## src/rtl/eecfg_pkg.sv

```systemverilog
package eecfg_pkg;

  localparam int IMG_BYTES = 18;
  localparam int IDX_W     = $clog2(IMG_BYTES);
  localparam int CRC_POS   = 8;

  typedef enum logic [3:0] {
    ST_STRAP, ST_DEFAULT, ST_START, ST_TXBIT, ST_TXACK,
    ST_RSTART, ST_RXBIT, ST_RXACK, ST_STOP, ST_DONE
  } seqState_t;

  // strobes from the sequencer into the byte datapath
  typedef struct packed {
    logic             loadDefaults;
    logic             shiftIn;
    logic             storeByte;
    logic [IDX_W-1:0] byteIdx;
  } dpCtl_t;

  // one byte through a MSB-first CRC-8 with zero final xor
  function automatic logic [7:0] crcStep(input logic [7:0] crc,
                                         input logic [7:0] data,
                                         input logic [7:0] poly);
    logic [7:0] c;
    c = crc ^ data;
    for (int k = 0; k < 8; k++) begin
      c = c[7] ? ((c << 1) ^ poly) : (c << 1);
    end
    return c;
  endfunction

  function automatic logic [7:0] factoryByte(input int idx);
    case (idx)
      0:  return 8'h4C;
      1:  return 8'h10;
      2:  return 8'h08;
      3:  return 8'h05;
      4:  return 8'h10;
      5:  return 8'h80;
      6:  return 8'h01;
      7:  return 8'h00;
      8:  return 8'h7A;
      17: return 8'h01;
      default: return 8'h00;
    endcase
  endfunction

endpackage

```

## src/rtl/eecfg_ctrl.sv

```systemverilog
module eecfg_ctrl
  import eecfg_pkg::*;
#(
  parameter int         QTR_CYCLES = 4,
  parameter logic [6:0] DEV_ADDR   = 7'h50
) (
  input  logic   clk,
  input  logic   rstN,
  input  logic   sclIn,
  input  logic   sdaIn,
  output logic   sclDrvLow,
  output logic   sdaDrvLow,
  output dpCtl_t ctl,
  output logic   loadDone
);

  localparam int TICK_W = (QTR_CYCLES > 1) ? $clog2(QTR_CYCLES) : 1;
  localparam logic [TICK_W-1:0] TICK_LAST = TICK_W'(QTR_CYCLES - 1);
  localparam logic [IDX_W-1:0]  LAST_BYTE = IDX_W'(IMG_BYTES - 1);

  seqState_t         state;
  logic [TICK_W-1:0] tickCnt;
  logic [1:0]        phase;
  logic [2:0]        bitCnt;
  logic [1:0]        txSel;
  logic [IDX_W-1:0]  byteCnt;
  logic              ackBad;
  logic              failNack;
  logic [7:0]        txByte;
  logic              phaseEnd;
  logic              lastPhase;
  logic              serialSt;

  assign serialSt  = (state != ST_STRAP) && (state != ST_DEFAULT) && (state != ST_DONE);
  assign phaseEnd  = serialSt && (tickCnt == TICK_LAST);
  assign lastPhase = phaseEnd && (phase == 2'd3);

  always_comb begin
    case (txSel)
      2'd1:    txByte = 8'h00;
      2'd2:    txByte = {DEV_ADDR, 1'b1};
      default: txByte = {DEV_ADDR, 1'b0};
    endcase
  end

  always_ff @(posedge clk) begin
    if (!rstN) begin
      state    <= ST_STRAP;
      tickCnt  <= '0;
      phase    <= '0;
      bitCnt   <= '0;
      txSel    <= '0;
      byteCnt  <= '0;
      ackBad   <= 1'b0;
      failNack <= 1'b0;
    end else begin
      if (serialSt) begin
        if (phaseEnd) begin
          tickCnt <= '0;
          phase   <= phase + 2'd1;
        end else begin
          tickCnt <= tickCnt + TICK_W'(1);
        end
      end
      if (state == ST_TXACK && phaseEnd && phase == 2'd2) ackBad <= sdaIn;
      case (state)
        ST_STRAP:   state <= (!sclIn && sdaIn) ? ST_DEFAULT : ST_START;
        ST_DEFAULT: state <= ST_DONE;
        ST_DONE:    state <= ST_DONE;
        default: begin
          if (lastPhase) begin
            case (state)
              ST_START, ST_RSTART: begin
                state  <= ST_TXBIT;
                bitCnt <= '0;
              end
              ST_TXBIT: begin
                if (bitCnt == 3'd7) state <= ST_TXACK;
                else bitCnt <= bitCnt + 3'd1;
              end
              ST_TXACK: begin
                bitCnt <= '0;
                if (ackBad) begin
                  failNack <= 1'b1;
                  state    <= ST_STOP;
                end else if (txSel == 2'd0) begin
                  txSel <= 2'd1;
                  state <= ST_TXBIT;
                end else if (txSel == 2'd1) begin
                  txSel <= 2'd2;
                  state <= ST_RSTART;
                end else begin
                  byteCnt <= '0;
                  state   <= ST_RXBIT;
                end
              end
              ST_RXBIT: begin
                if (bitCnt == 3'd7) state <= ST_RXACK;
                else bitCnt <= bitCnt + 3'd1;
              end
              ST_RXACK: begin
                if (byteCnt == LAST_BYTE) begin
                  state <= ST_STOP;
                end else begin
                  byteCnt <= byteCnt + IDX_W'(1);
                  bitCnt  <= '0;
                  state   <= ST_RXBIT;
                end
              end
              ST_STOP: state <= failNack ? ST_DEFAULT : ST_DONE;
              default: state <= ST_DONE;
            endcase
          end
        end
      endcase
    end
  end

  // line levels per quarter phase
  always_comb begin
    sclDrvLow = 1'b0;
    sdaDrvLow = 1'b0;
    case (state)
      ST_START, ST_RSTART: begin
        sclDrvLow = (phase == 2'd0) || (phase == 2'd3);
        sdaDrvLow = phase[1];
      end
      ST_TXBIT: begin
        sclDrvLow = (phase == 2'd0) || (phase == 2'd3);
        sdaDrvLow = !txByte[3'd7 - bitCnt];
      end
      ST_TXACK, ST_RXBIT: begin
        sclDrvLow = (phase == 2'd0) || (phase == 2'd3);
      end
      ST_RXACK: begin
        sclDrvLow = (phase == 2'd0) || (phase == 2'd3);
        sdaDrvLow = (byteCnt != LAST_BYTE);
      end
      ST_STOP: begin
        sclDrvLow = (phase == 2'd0);
        sdaDrvLow = !phase[1];
      end
      default: ;
    endcase
  end

  always_comb begin
    ctl.loadDefaults = (state == ST_DEFAULT);
    ctl.shiftIn      = (state == ST_RXBIT) && phaseEnd && (phase == 2'd2);
    ctl.storeByte    = (state == ST_RXACK) && phaseEnd && (phase == 2'd0);
    ctl.byteIdx      = byteCnt;
  end

  assign loadDone = (state == ST_DONE);

endmodule

```

## src/rtl/eecfg_dp.sv

```systemverilog
module eecfg_dp
  import eecfg_pkg::*;
#(
  parameter logic [7:0] CRC_POLY = 8'h07,
  localparam int        IMG_W    = 8 * IMG_BYTES
) (
  input  logic             clk,
  input  logic             rstN,
  input  logic             sdaIn,
  input  dpCtl_t           ctl,
  output logic [IMG_W-1:0] cfgImage,
  output logic [IMG_W-1:0] hwImage,
  output logic             devMissing,
  output logic             crcBad
);

  logic [7:0] imgReg [IMG_BYTES];
  logic [7:0] rxShift;
  logic [7:0] crcAcc;

  always_ff @(posedge clk) begin
    if (!rstN) begin
      for (int i = 0; i < IMG_BYTES; i++) imgReg[i] <= '0;
      rxShift    <= '0;
      crcAcc     <= '0;
      devMissing <= 1'b0;
      crcBad     <= 1'b0;
    end else begin
      if (ctl.loadDefaults) begin
        for (int i = 0; i < IMG_BYTES; i++) imgReg[i] <= factoryByte(i);
        devMissing <= 1'b1;
      end
      if (ctl.shiftIn) rxShift <= {rxShift[6:0], sdaIn};
      if (ctl.storeByte) begin
        imgReg[ctl.byteIdx] <= rxShift;
        if (int'(ctl.byteIdx) < CRC_POS) crcAcc <= crcStep(crcAcc, rxShift, CRC_POLY);
        if (int'(ctl.byteIdx) == CRC_POS && rxShift != crcAcc) begin
          devMissing <= 1'b1;
          crcBad     <= 1'b1;
        end
      end
    end
  end

  for (genvar g = 0; g < IMG_BYTES; g++) begin : g_bytes
    assign cfgImage[8*g +: 8] = imgReg[g];
    assign hwImage[8*g +: 8]  = factoryByte(g);
  end

endmodule

```

## src/rtl/eeprom_cfg_loader.sv

```systemverilog
module eeprom_cfg_loader
  import eecfg_pkg::*;
#(
  parameter int         QTR_CYCLES = 4,
  parameter logic [6:0] DEV_ADDR   = 7'h50,
  parameter logic [7:0] CRC_POLY   = 8'h07
) (
  input  logic                   clk,
  input  logic                   rstN,
  input  logic                   sclIn,
  output logic                   sclDrvLow,
  input  logic                   sdaIn,
  output logic                   sdaDrvLow,
  output logic [8*IMG_BYTES-1:0] cfgImage,
  output logic [8*IMG_BYTES-1:0] hwImage,
  output logic                   devMissing,
  output logic                   crcBad,
  output logic                   loadDone
);

  dpCtl_t ctl;

  eecfg_ctrl #(.QTR_CYCLES(QTR_CYCLES), .DEV_ADDR(DEV_ADDR)) u_ctrl (
    .clk      (clk),
    .rstN     (rstN),
    .sclIn    (sclIn),
    .sdaIn    (sdaIn),
    .sclDrvLow(sclDrvLow),
    .sdaDrvLow(sdaDrvLow),
    .ctl      (ctl),
    .loadDone (loadDone)
  );

  eecfg_dp #(.CRC_POLY(CRC_POLY)) u_dp (
    .clk       (clk),
    .rstN      (rstN),
    .sdaIn     (sdaIn),
    .ctl       (ctl),
    .cfgImage  (cfgImage),
    .hwImage   (hwImage),
    .devMissing(devMissing),
    .crcBad    (crcBad)
  );

endmodule

```

## config.mk

```make
export PLATFORM = sky130hd
export DESIGN_NAME = eeprom_cfg_loader
export DESIGN_NICKNAME = d
export VERILOG_FILES = /design/src/rtl/eecfg_pkg.sv /design/src/rtl/eecfg_ctrl.sv /design/src/rtl/eecfg_dp.sv /design/src/rtl/eeprom_cfg_loader.sv
export SDC_FILE = /design/constraint.sdc
export NUM_CORES = 1
export LEC_CHECK = 0
export ABC_AREA = 0
export BUFFER_PORTS_ARGS = -buffer_cell sky130_fd_sc_hd__clkbuf_2
export CAP_MARGIN = 20
export CELL_PAD_IN_SITES_DETAIL_PLACEMENT = 0
export CELL_PAD_IN_SITES_GLOBAL_PLACEMENT = 1
export CORE_AREA = 2 2 157 159
export DETAILED_ROUTE_END_ITERATION = 16
export DIE_AREA = 0 0 159 161
export HOLD_SLACK_MARGIN = 0.12
export PLACE_DENSITY = 0.83
export RECOVER_POWER = 50
export SLEW_MARGIN = 5
export SYNTH_ARGS = -nofsm -noshare
export SYNTH_HDL_FRONTEND = slang
export SYNTH_SLANG_ARGS = --single-unit
```

## constraint.sdc

```tcl
create_clock -name clk -period 2.9 [get_ports clk]
set_input_delay 0.58 -clock clk [delete_from_list [all_inputs] [get_ports clk]]
set_output_delay 0.58 -clock clk [all_outputs]
set_load 0.01 [all_outputs]
```

=== After elaboration in Yosys (flattened, before gate mapping) ===
Memory sizes are Yosys's and may differ from the RTL's.
Index checks and enable logic that the tools add are counted.

* Add/subtract/negate cells: 5
* $lt $le $gt $ge: 2
* Equality and inequality tests: 28
* Muxes and demuxes: 82
* Bitwise logic cells: 29
* Reductions and logical operators: 39

{| class="wikitable"
|+ Operators by type and width
! operator !! count
|-
| two-way mux 8 bit || 35
|-
| two-way mux 3 bit || 10
|-
| two-way mux 4 bit || 7
|-
| two-way mux 5 bit || 5
|-
| inverter 3 bit || 8
|-
| one-hot mux 4 bit (6 select lines) || 1
|-
| OR 1 bit || 18
|-
| == test 4 x 3 -> 1 bit, second input constant || 4
|-
| one-hot mux 8 bit (2 select lines) || 1
|-
| logical AND 1 bit || 12
|-
| two-way mux 1 bit || 12
|-
| == test 5 bit, second input constant || 2
|-
| two-way mux 2 bit || 5
|-
| != test 2 bit, second input constant || 5
|-
| one-hot mux 5 bit (2 select lines) || 1
|-
| AND reduction 5 bit || 2
|-
| one-hot mux 3 bit (3 select lines) || 1
|-
| == test 2 bit, second input constant || 4
|-
| == test 4 x 2 -> 1 bit, second input constant || 2
|-
| == test 4 bit, second input constant || 2
|-
| != test 4 x 3 -> 1 bit, second input constant || 2
|-
| != test 8 bit || 1
|-
| one-hot mux 4 bit (2 select lines) || 1
|-
| OR reduction 8 bit || 1
|-
| 31 further kinds || 43
|}

* Register bits: 38
* Memory bits (writable): 144
* Output and inout bits: 293
* Memories: 1

{| class="wikitable"
|+ Memory list
! name !! depth !! width !! read ports !! clocked after memory_dff !! write ports !! RTL line !! text
|-
| u_dp.imgReg || 18 || 8 || 18 || 0 || 18 || eecfg_dp.sv:17 || <nowiki>logic [7:0] imgReg [IMG_BYTES];</nowiki>
|}

=== Depth between registers and ports, before layout ===
Gate-level depths: netlist of the first run.

* Word-level depth: 17
* Depth in mapped cells: 9
* Mapped depth without buffers: 7

=== Hierarchy ===
From an unflattened synthesis of the first run, not the netlist that was laid out.

* Cell total of the unflattened synthesis: 820
* Area total of the unflattened synthesis: 8,968.6 um^2

{| class="wikitable"
|+ Modules (own cells, without submodules)
! module !! instances !! cells an instance !! area each (um^2) !! seq. area each (um^2)
|-
| eecfg_dp || 1 || 650 || 7,558.5 || 4,684.5
|-
| eecfg_ctrl || 1 || 170 || 1,410.1 || 400.4
|}

=== Least setup slack after synthesis of the first run ===
OpenSTA, ideal clock, no wires.

* Kind: input port to flip-flop
* Start: in rstN
* End: mem u_dp.imgReg[0][0], enable pin
* Library setup time: 357 ps
* Data arrival time: 1,836 ps
* Data required time: 2,543 ps
* Path slack: 707 ps
* Stages: 4
* Path buffers: 2
* Cells stage by stage: clkbuf_1 nor2b_1 clkbuf_1 o21ai_0

{| class="wikitable"
|+ RTL lines
! what !! RTL line !! text
|-
| start: declaration || eeprom_cfg_loader.sv:9 || <nowiki>input logic rstN,</nowiki>
|-
| end: declaration || eecfg_dp.sv:17 ||
|}

=== Worst setup path in the final report of the first run ===
* Start: reg u_ctrl.state[3]
* End: out sclDrvLow

* Longest elaborated chain between the ends: 3

{| class="wikitable"
|+ Ends and longest elaborated chain
! what !! RTL line !! text
|-
| start: declaration || eecfg_ctrl.sv:21 || <nowiki>seqState_t state;</nowiki>
|-
| start signal: assignment || eecfg_ctrl.sv:67 || <nowiki>ST_STRAP: state <= (!sclIn && sdaIn) ? ST_DEFAULT : ST_START;</nowiki>
|-
| start signal: assignment || eecfg_ctrl.sv:110 || <nowiki>ST_STOP: state <= failNack ? ST_DEFAULT : ST_DONE;</nowiki>
|-
| == test 4 x 2 -> 1 bit / == test 4 x 3 -> 1 bit (equally long branches) || eecfg_ctrl.sv:123 || <nowiki>case (state)</nowiki>
|-
| OR reduction 6 bit (no line) || -- ||
|-
| one-hot mux 1 bit (2 select lines) * || eecfg_ctrl.sv:123 ||
|-
| end: declaration || eeprom_cfg_loader.sv:11 || <nowiki>output logic sclDrvLow,</nowiki>
|}

Mark *: on every way between the ends. The rest lies on a longest branch, timed or not.

==> results of run 1 <==
-- state kept, by name (all words and copies together) (netlist names), 2 cells and up --
signal	flops
u_ctrl.phase	2
u_ctrl.state	4
u_ctrl.txSel	2
u_dp.crcAcc	8
u_ctrl.bitCnt	3
u_dp.rxShift	8
u_dp.imgReg	144
u_ctrl.byteCnt	5
u_ctrl.tickCnt	2
-- worst max path at each step --
| stage | startpoint | to | slack [ns] |
|---|---|---|---|
| floorplan | rstN | u_dp.imgReg[0][0] | 0.71 |
| global route | u_ctrl.tickCnt[0] | u_dp.imgReg[2][3] | 0.11 |
| finish | u_ctrl.state[3] | sclDrvLow | 0.27 |
| global placement | u_ctrl.tickCnt[0] | u_dp.imgReg[9][3] | 0.47 |
| CTS | u_ctrl.state[3] | sclDrvLow | 0.26 |
| detailed placement | u_ctrl.tickCnt[0] | u_dp.imgReg[0][2] | 0.40 |
-- final cells by class --
cell class	count	area [um^2]	area share
flip-flops and latches	182	5085	0.4994
well taps	324	405.4	0.03981
inverters	5	18.77	0.001843
multi-input cells	565	3299	0.3240
repair buffers	179	764.5	0.07508
clock inverters	15	183.9	0.01806
clock buffers	17	425.4	0.04178
-- power groups by stage --
stage	registers (mW)	logic (mW)	clock network (mW)
floorplan	3.76	0.745	0
global placement	3.59	1.39	0
detailed placement	3.59	1.40	0
CTS	3.54	1.40	2.37
global route	3.57	1.43	2.47
finish	3.52	1.31	2.33
-- per-stage QoR --
step	util	power, mW	instance area, um^2	cells
detailed placement	0.4076	4.994	9767	1253
global route	0.4249	7.462	10180	1287
CTS	0.4330	7.312	10380	1285
finish	0.4249	7.162	10180	1287
floorplan	-	4.507	9706	943
global placement	0.4076	4.975	9767	1253
-- logic make-up (layout without fill, tap and decap cells) --
logic type                 count (synthesis)  count (layout)  synth area share
other                                      2             144         0.0008187
xor gates and xnor gates                  24              24           0.02701
DFF                                      182             182            0.5544
and+or+nand+nor                          312             312            0.1981
AOI/OAI and AO/OA                         60              60           0.04515
adders and majority gates                 13              13           0.01773
buffers and inverters                    196             216            0.1432
muxes                                     12              12           0.01364
-- layer usage --
metal / track usage / share of wire / vias to the layer above
li1: - / - / 2716
met1: 0.1849 / 0.43 / 2713
met2: 0.2447 / 0.48 / 271
met3: 0.03236 / 0.073 / 23
met4: 0.04835 / 0.015 / 0
met5: 0 / 0 / -
-- cells in the final DEF, fill, tap and decap left out, types with 9 or more instances in the layout --
cell type	n
buf_4	22
a21oi_1	9
o21ai_0	17
mux2i_1	11
edfxtp_1	144
nand2b_1	17
nor2b_1	21
nor2_1	20
nand2_1	64
and2_0	38
conb_1	144
and2_1	99
clkbuf_1	149
clkbuf_16	17
xnor2_1	18
ha_1	13
dfxtp_1	38
==> results.json, run 1 <==
{
  "status": "finished, final reports clean",
  "row_count": 57,
  "drtIter0Drc": 393,
  "crit_required_ns": 2.32,
  "postSynthCellCount": 801,
  "cts_tree": "yes",
  "clock.fmax_ghz": 0.3809,
  "dieArea_mm2": 0.02560,
  "wire_per_inst_um": 14.90,
  "numCtsBuffers": 17,
  "cp_max_fo": 23,
  "synthTopCellsByCount": "145 x buf_4, 144 x edfxtp_1, 137 x and2_1",
  "max-slew-margin-rel": 0.2873,
  "rrSetupSlack_ns": 0.35,
  "grt_max_degree": 27,
  "hpwl_mm": 13.49,
  "hold_path_startpoint": "u_dp.crcBad",
  "hold_viol": 0,
  "max_cap_violations": 0,
  "nets": 967,
  "portBuffers": 152,
  "ant_nets": 0,
  "reg2reg_depth": 4,
  "pwr_density_cell_mw_per_mm2": 703.4,
  "grt_setup_unrepaired": "no",
  "worst-path-buf-inv": 2,
  "setup_ws_ns": 0.2749,
  "num_io_pins": 297,
  "switching_share": 0.2975,
  "worstReg2RegStart": "u_ctrl.tickCnt[0]",
  "finalCritPeriodShare": 0.9052,
  "holdCritPathClass": "reg -> reg",
  "ys_top_cells_by_area": "edfxtp_1 47%, buf_4 12%, and2_1 9.3%",
  "ys_seq_elements": 182,
  "chipWidth_um": 159,
  "cp_slowest_cell": "nor4b_1",
  "reg2reg_to": "u_dp.imgReg[14][4]",
  "antenna_found_initial": 0,
  "p_int_mw": 5.031,
  "cts_setup_buffers": 0,
  "max_stage_delay_ns": 0.61,
  "crit_cells": 5,
  "finalClockSkew_ns": 0.01299,
  "sequentialPowerShare": 0.492,
  "clkLatencyLatePin_ns": 0.43,
  "clock-sinks": 182,
  "cp-end-kind": "output port",
  "grt_pass1_wl_mm": 28.52,
  "min_to": "u_dp.crcBad",
  "antenna_cells": 0,
  "setup_viol": 0,
  "comb_power_share": 0.182,
  "worstHoldPathCells": 1,
  "crit_arrival_ns": 2.05,
  "drv_slew": 0,
  "yosysTopAreaCell": "edfxtp_1",
  "power_switching_mw": 2.130,
  "grt_pass1_vias": 5073,
  "synth_edf_count": 144,
  "dp_slack_ns": 0.3960,
  "seq_area_frac_synth": 0.5544,
  "final_layout_size_suffix_gt1_frac": 0.07580,
  "p_leak_nw": 4.060,
  "worstSetupStartpointType": "register",
  "cpLargestDelayFamily": "simple AND/OR/NAND/NOR gates",
  "die_h_um": 161,
  "synth.cell_area_mm2": 0.009173,
  "hold_ws_ns": 0.4720,
  "clockRootBuffer": "clkbuf_16",
  "fillers": 2360,
  "pwr-share-clk": 0.326,
  "syn_avg_cell_area_um2": 11.45,
  "tightestPinTransition_ns": 1.058,
  "gp_congestion": 0.8316,
  "core_mm2": 0.02396,
  "routed_wl_mm": 19.18,
  "drt_pass1_iterations": 4,
  "netlist.area_leader.share": 0.4714,
  "synth.most_common_cell": "buf_4",
  "viasPerCell": 4.447,
  "grt.total_usage": 0.1448,
  "area_delta_synth_final_pct": 11.01,
  "clkTransAtPathRegs_ns": 0.07,
  "post_cts_resize_count": 0,
  "min_period_ns": 2.625,
  "final.setup.tns_ns": 0,
  "htreeDepth": 4,
  "vias": 5723,
  "synth_cell_types": 60,
  "ys_warn_count": 0,
  "drcViolationCount": 0,
  "async_reset_ff_frac": 0,
  "crit_chain": "buf_4 > nor4b_1 > nand2_1 > o31ai_1 > clkbuf_2",
  "clock_path_buffers": 2,
  "start_util": 0.3828,
  "timing_worst_setup_path_type": "reg -> out",
  "overflow": 0,
  "synth_flop_cell": "edfxtp_1",
  "ctsHoldBuffers": 0,
  "vdd_drop_max_mv": 0.3781
}
Note: power is estimated with default switching activity, not from simulation.
==> run 2: changes to the inputs <==
REMOVE_ABC_BUFFERS = 1   (was unset)
==> run 2 against run 1 <==
Against the previous run: clock skew shrank 0.0011 ns; highest routed layer is now met5; first-iteration DRC count shrank 13%; design area shrank 0.26%; largest power group unchanged; critical endpoint is now sdaDrvLow.
==> results.json, run 2 (synthesis gave the netlist of run 1 again) <==
{
  "dpl-instance-area_mm2": 0.009782,
  "num_io_pins": 297,
  "clock-sinks": 182,
  "max-slew-margin-rel": 0.2590,
  "hold_viol": 0,
  "worstSetupStartpointType": "register",
  "cpLargestDelayFamily": "buffers and inverters",
  "timing_worst_setup_path_type": "reg -> out",
  "final_common_cell": "clkbuf_1",
  "tightestPinTransition_ns": 1.100,
  "min_period_ns": 2.709,
  "drcViolationCount": 0,
  "p_leak_nw": 4.040,
  "final.setup.tns_ns": 0,
  "numCtsBuffers": 17,
  "hold_ws_ns": 0.4778,
  "wire_per_inst_um": 15.22,
  "ff_latch_area_mm2": 0.005085,
  "htreeDepth": 4,
  "gp_congestion": 0.7730,
  "grt.total_usage": 0.1498,
  "finalClockSkew_ns": 0.01191,
  "ant_nets": 0,
  "cts_tree": "yes",
  "ctsHoldBuffers": 0,
  "clkTransAtPathRegs_ns": 0.07,
  "drt_pass1_iterations": 4,
  "start_util": 0.3828,
  "setup_viol": 0,
  "final_cell_area_mm2": 0.01016,
  "grt_pass1_vias": 5195,
  "clock.fmax_ghz": 0.3692,
  "fillers": 2344,
  "cp_max_fo": 12,
  "crit_chain": "buf_4 > inv_1 > or3_1 > a21oi_1 > a31oi_1 > o211ai_1 > clkbuf_2",
  "core_mm2": 0.02396,
  "status": "finished, final reports clean",
  "clock_path_buffers": 2,
  "drtIter0Drc": 343,
  "pwr_density_cell_mw_per_mm2": 698.4,
  "cp-end-kind": "output port",
  "max_stage_delay_ns": 0.46,
  "overflow": 0,
  "hold_path_startpoint": "sdaIn",
  "instances_no_fill": 1288,
  "hpwl_mm": 13.53,
  "multi_input_area_mm2": 0.003292,
  "finalCritPeriodShare": 0.9340,
  "placed_cells": 1255,
  "startpoint": "u_ctrl.state[1]",
  "worst-path-buf-inv": 3,
  "antenna_found_initial": 1,
  "crit_arrival_ns": 2.13,
  "cts_setup_buffers": 0,
  "setup_ws_ns": 0.1913,
  "area_delta_synth_final_pct": 10.72,
  "chipWidth_um": 159,
  "antenna_cells": 0,
  "final_layout_size_suffix_gt1_frac": 0.07261,
  "holdCritPathClass": "in -> reg",
  "nets": 968,
  "largest_reg_flops": 144,
  "post_cts_resize_count": 0,
  "worstReg2RegStart": "u_ctrl.state[2]",
  "max_cap_violations": 0,
  "row_count": 57,
  "cp_slowest_cell": "dfxtp_1",
  "grt_setup_unrepaired": "no",
  "clkLatencyLatePin_ns": 0.43,
  "crit_required_ns": 2.32,
  "vias": 5648,
  "dp_slack_ns": 0.3139,
  "grt_max_degree": 30,
  "clockRootBuffer": "clkbuf_16",
  "routed_wl_mm": 19.60,
  "dieArea_mm2": 0.02560,
  "drv_slew": 0,
  "die_h_um": 161,
  "portBuffers": 152,
  "final_cell_mix": "153 x clkbuf_1, 144 x conb_1, 144 x edfxtp_1, 102 x and2_1, 64 x nand2_1",
  "viasPerCell": 4.385,
  "largestRegisters": "u_dp.imgReg (144), u_dp.crcAcc (8), u_dp.rxShift (8)",
  "top_register": "u_dp.imgReg",
  "grt_pass1_wl_mm": 29.41,
  "vdd_drop_max_mv": 0.3622
}
==> run 2: cell types whose count changed in the layout (fill, tap and decap cells not counted), moves of 2 or more <==
| cell | before | now |
|---|---|---|
| clkbuf_1 | 149 | 153 |
| and2_0 | 38 | 35 |
| and2_1 | 99 | 102 |
| inv_6 | 6 | 3 |
| clkinv_4 | 0 | 2 |
| clkinvlp_4 | 1 | 3 |
==> run 2: tightest hold or removal path, stage by stage <==
cell,delay [ns]
clkbuf_2,0.13
mux2i_1,0.07
nor2b_1,0.09
==> run 2: cell type report <==
type / instances / area share
clock buffer: 18 / 0.04226
clock inverter: 14 / 0.01602
inverter: 5 / 0.001848
multi-input combinational: 565 / 0.3241
sequential: 182 / 0.5007
tap: 324 / 0.03992
timing repair buffer: 180 / 0.07515
==> run 2: final timing paths <==
path | to | slack (ns) | cells past startpoint
setup / recovery | sdaDrvLow | 0.19 | 7
hold / removal | u_ctrl.ackBad | 0.48 | 3
setup reg to reg | u_dp.imgReg[2][0] | 0.27 | 6
hold reg to reg | u_dp.crcBad | 0.48 | 1
==> run 2: per-layer routing <==
layer / part of all wire / up-vias / wire length, um / global-route usage
met5: 0.00036 / - / 7 / 0
met4: 0.016 / 2 / 304 / 0.04711
met3: 0.074 / 28 / 1458 / 0.03595
met2: 0.49 / 280 / 9572 / 0.2524
met1: 0.42 / 2621 / 8260 / 0.1916
li1: - / 2717 / - / -
==> run 2: power by group <==
part           internal [mW]  switching, mW  total, mW  leakage (nW)
sequential              3.36          0.174       3.53          1.82
clock                   1.22           1.04       2.26         0.279
combinational          0.364          0.933       1.30          1.94
==> run 2: per-stage QoR <==
step,power [mW],utilization
after global placement,4.979,0.4082
after detailed placement,5.002,0.4082
after CTS,7.254,0.4329
after global routing,7.403,0.4238
final,7.093,0.4238
after floorplan,4.320,-
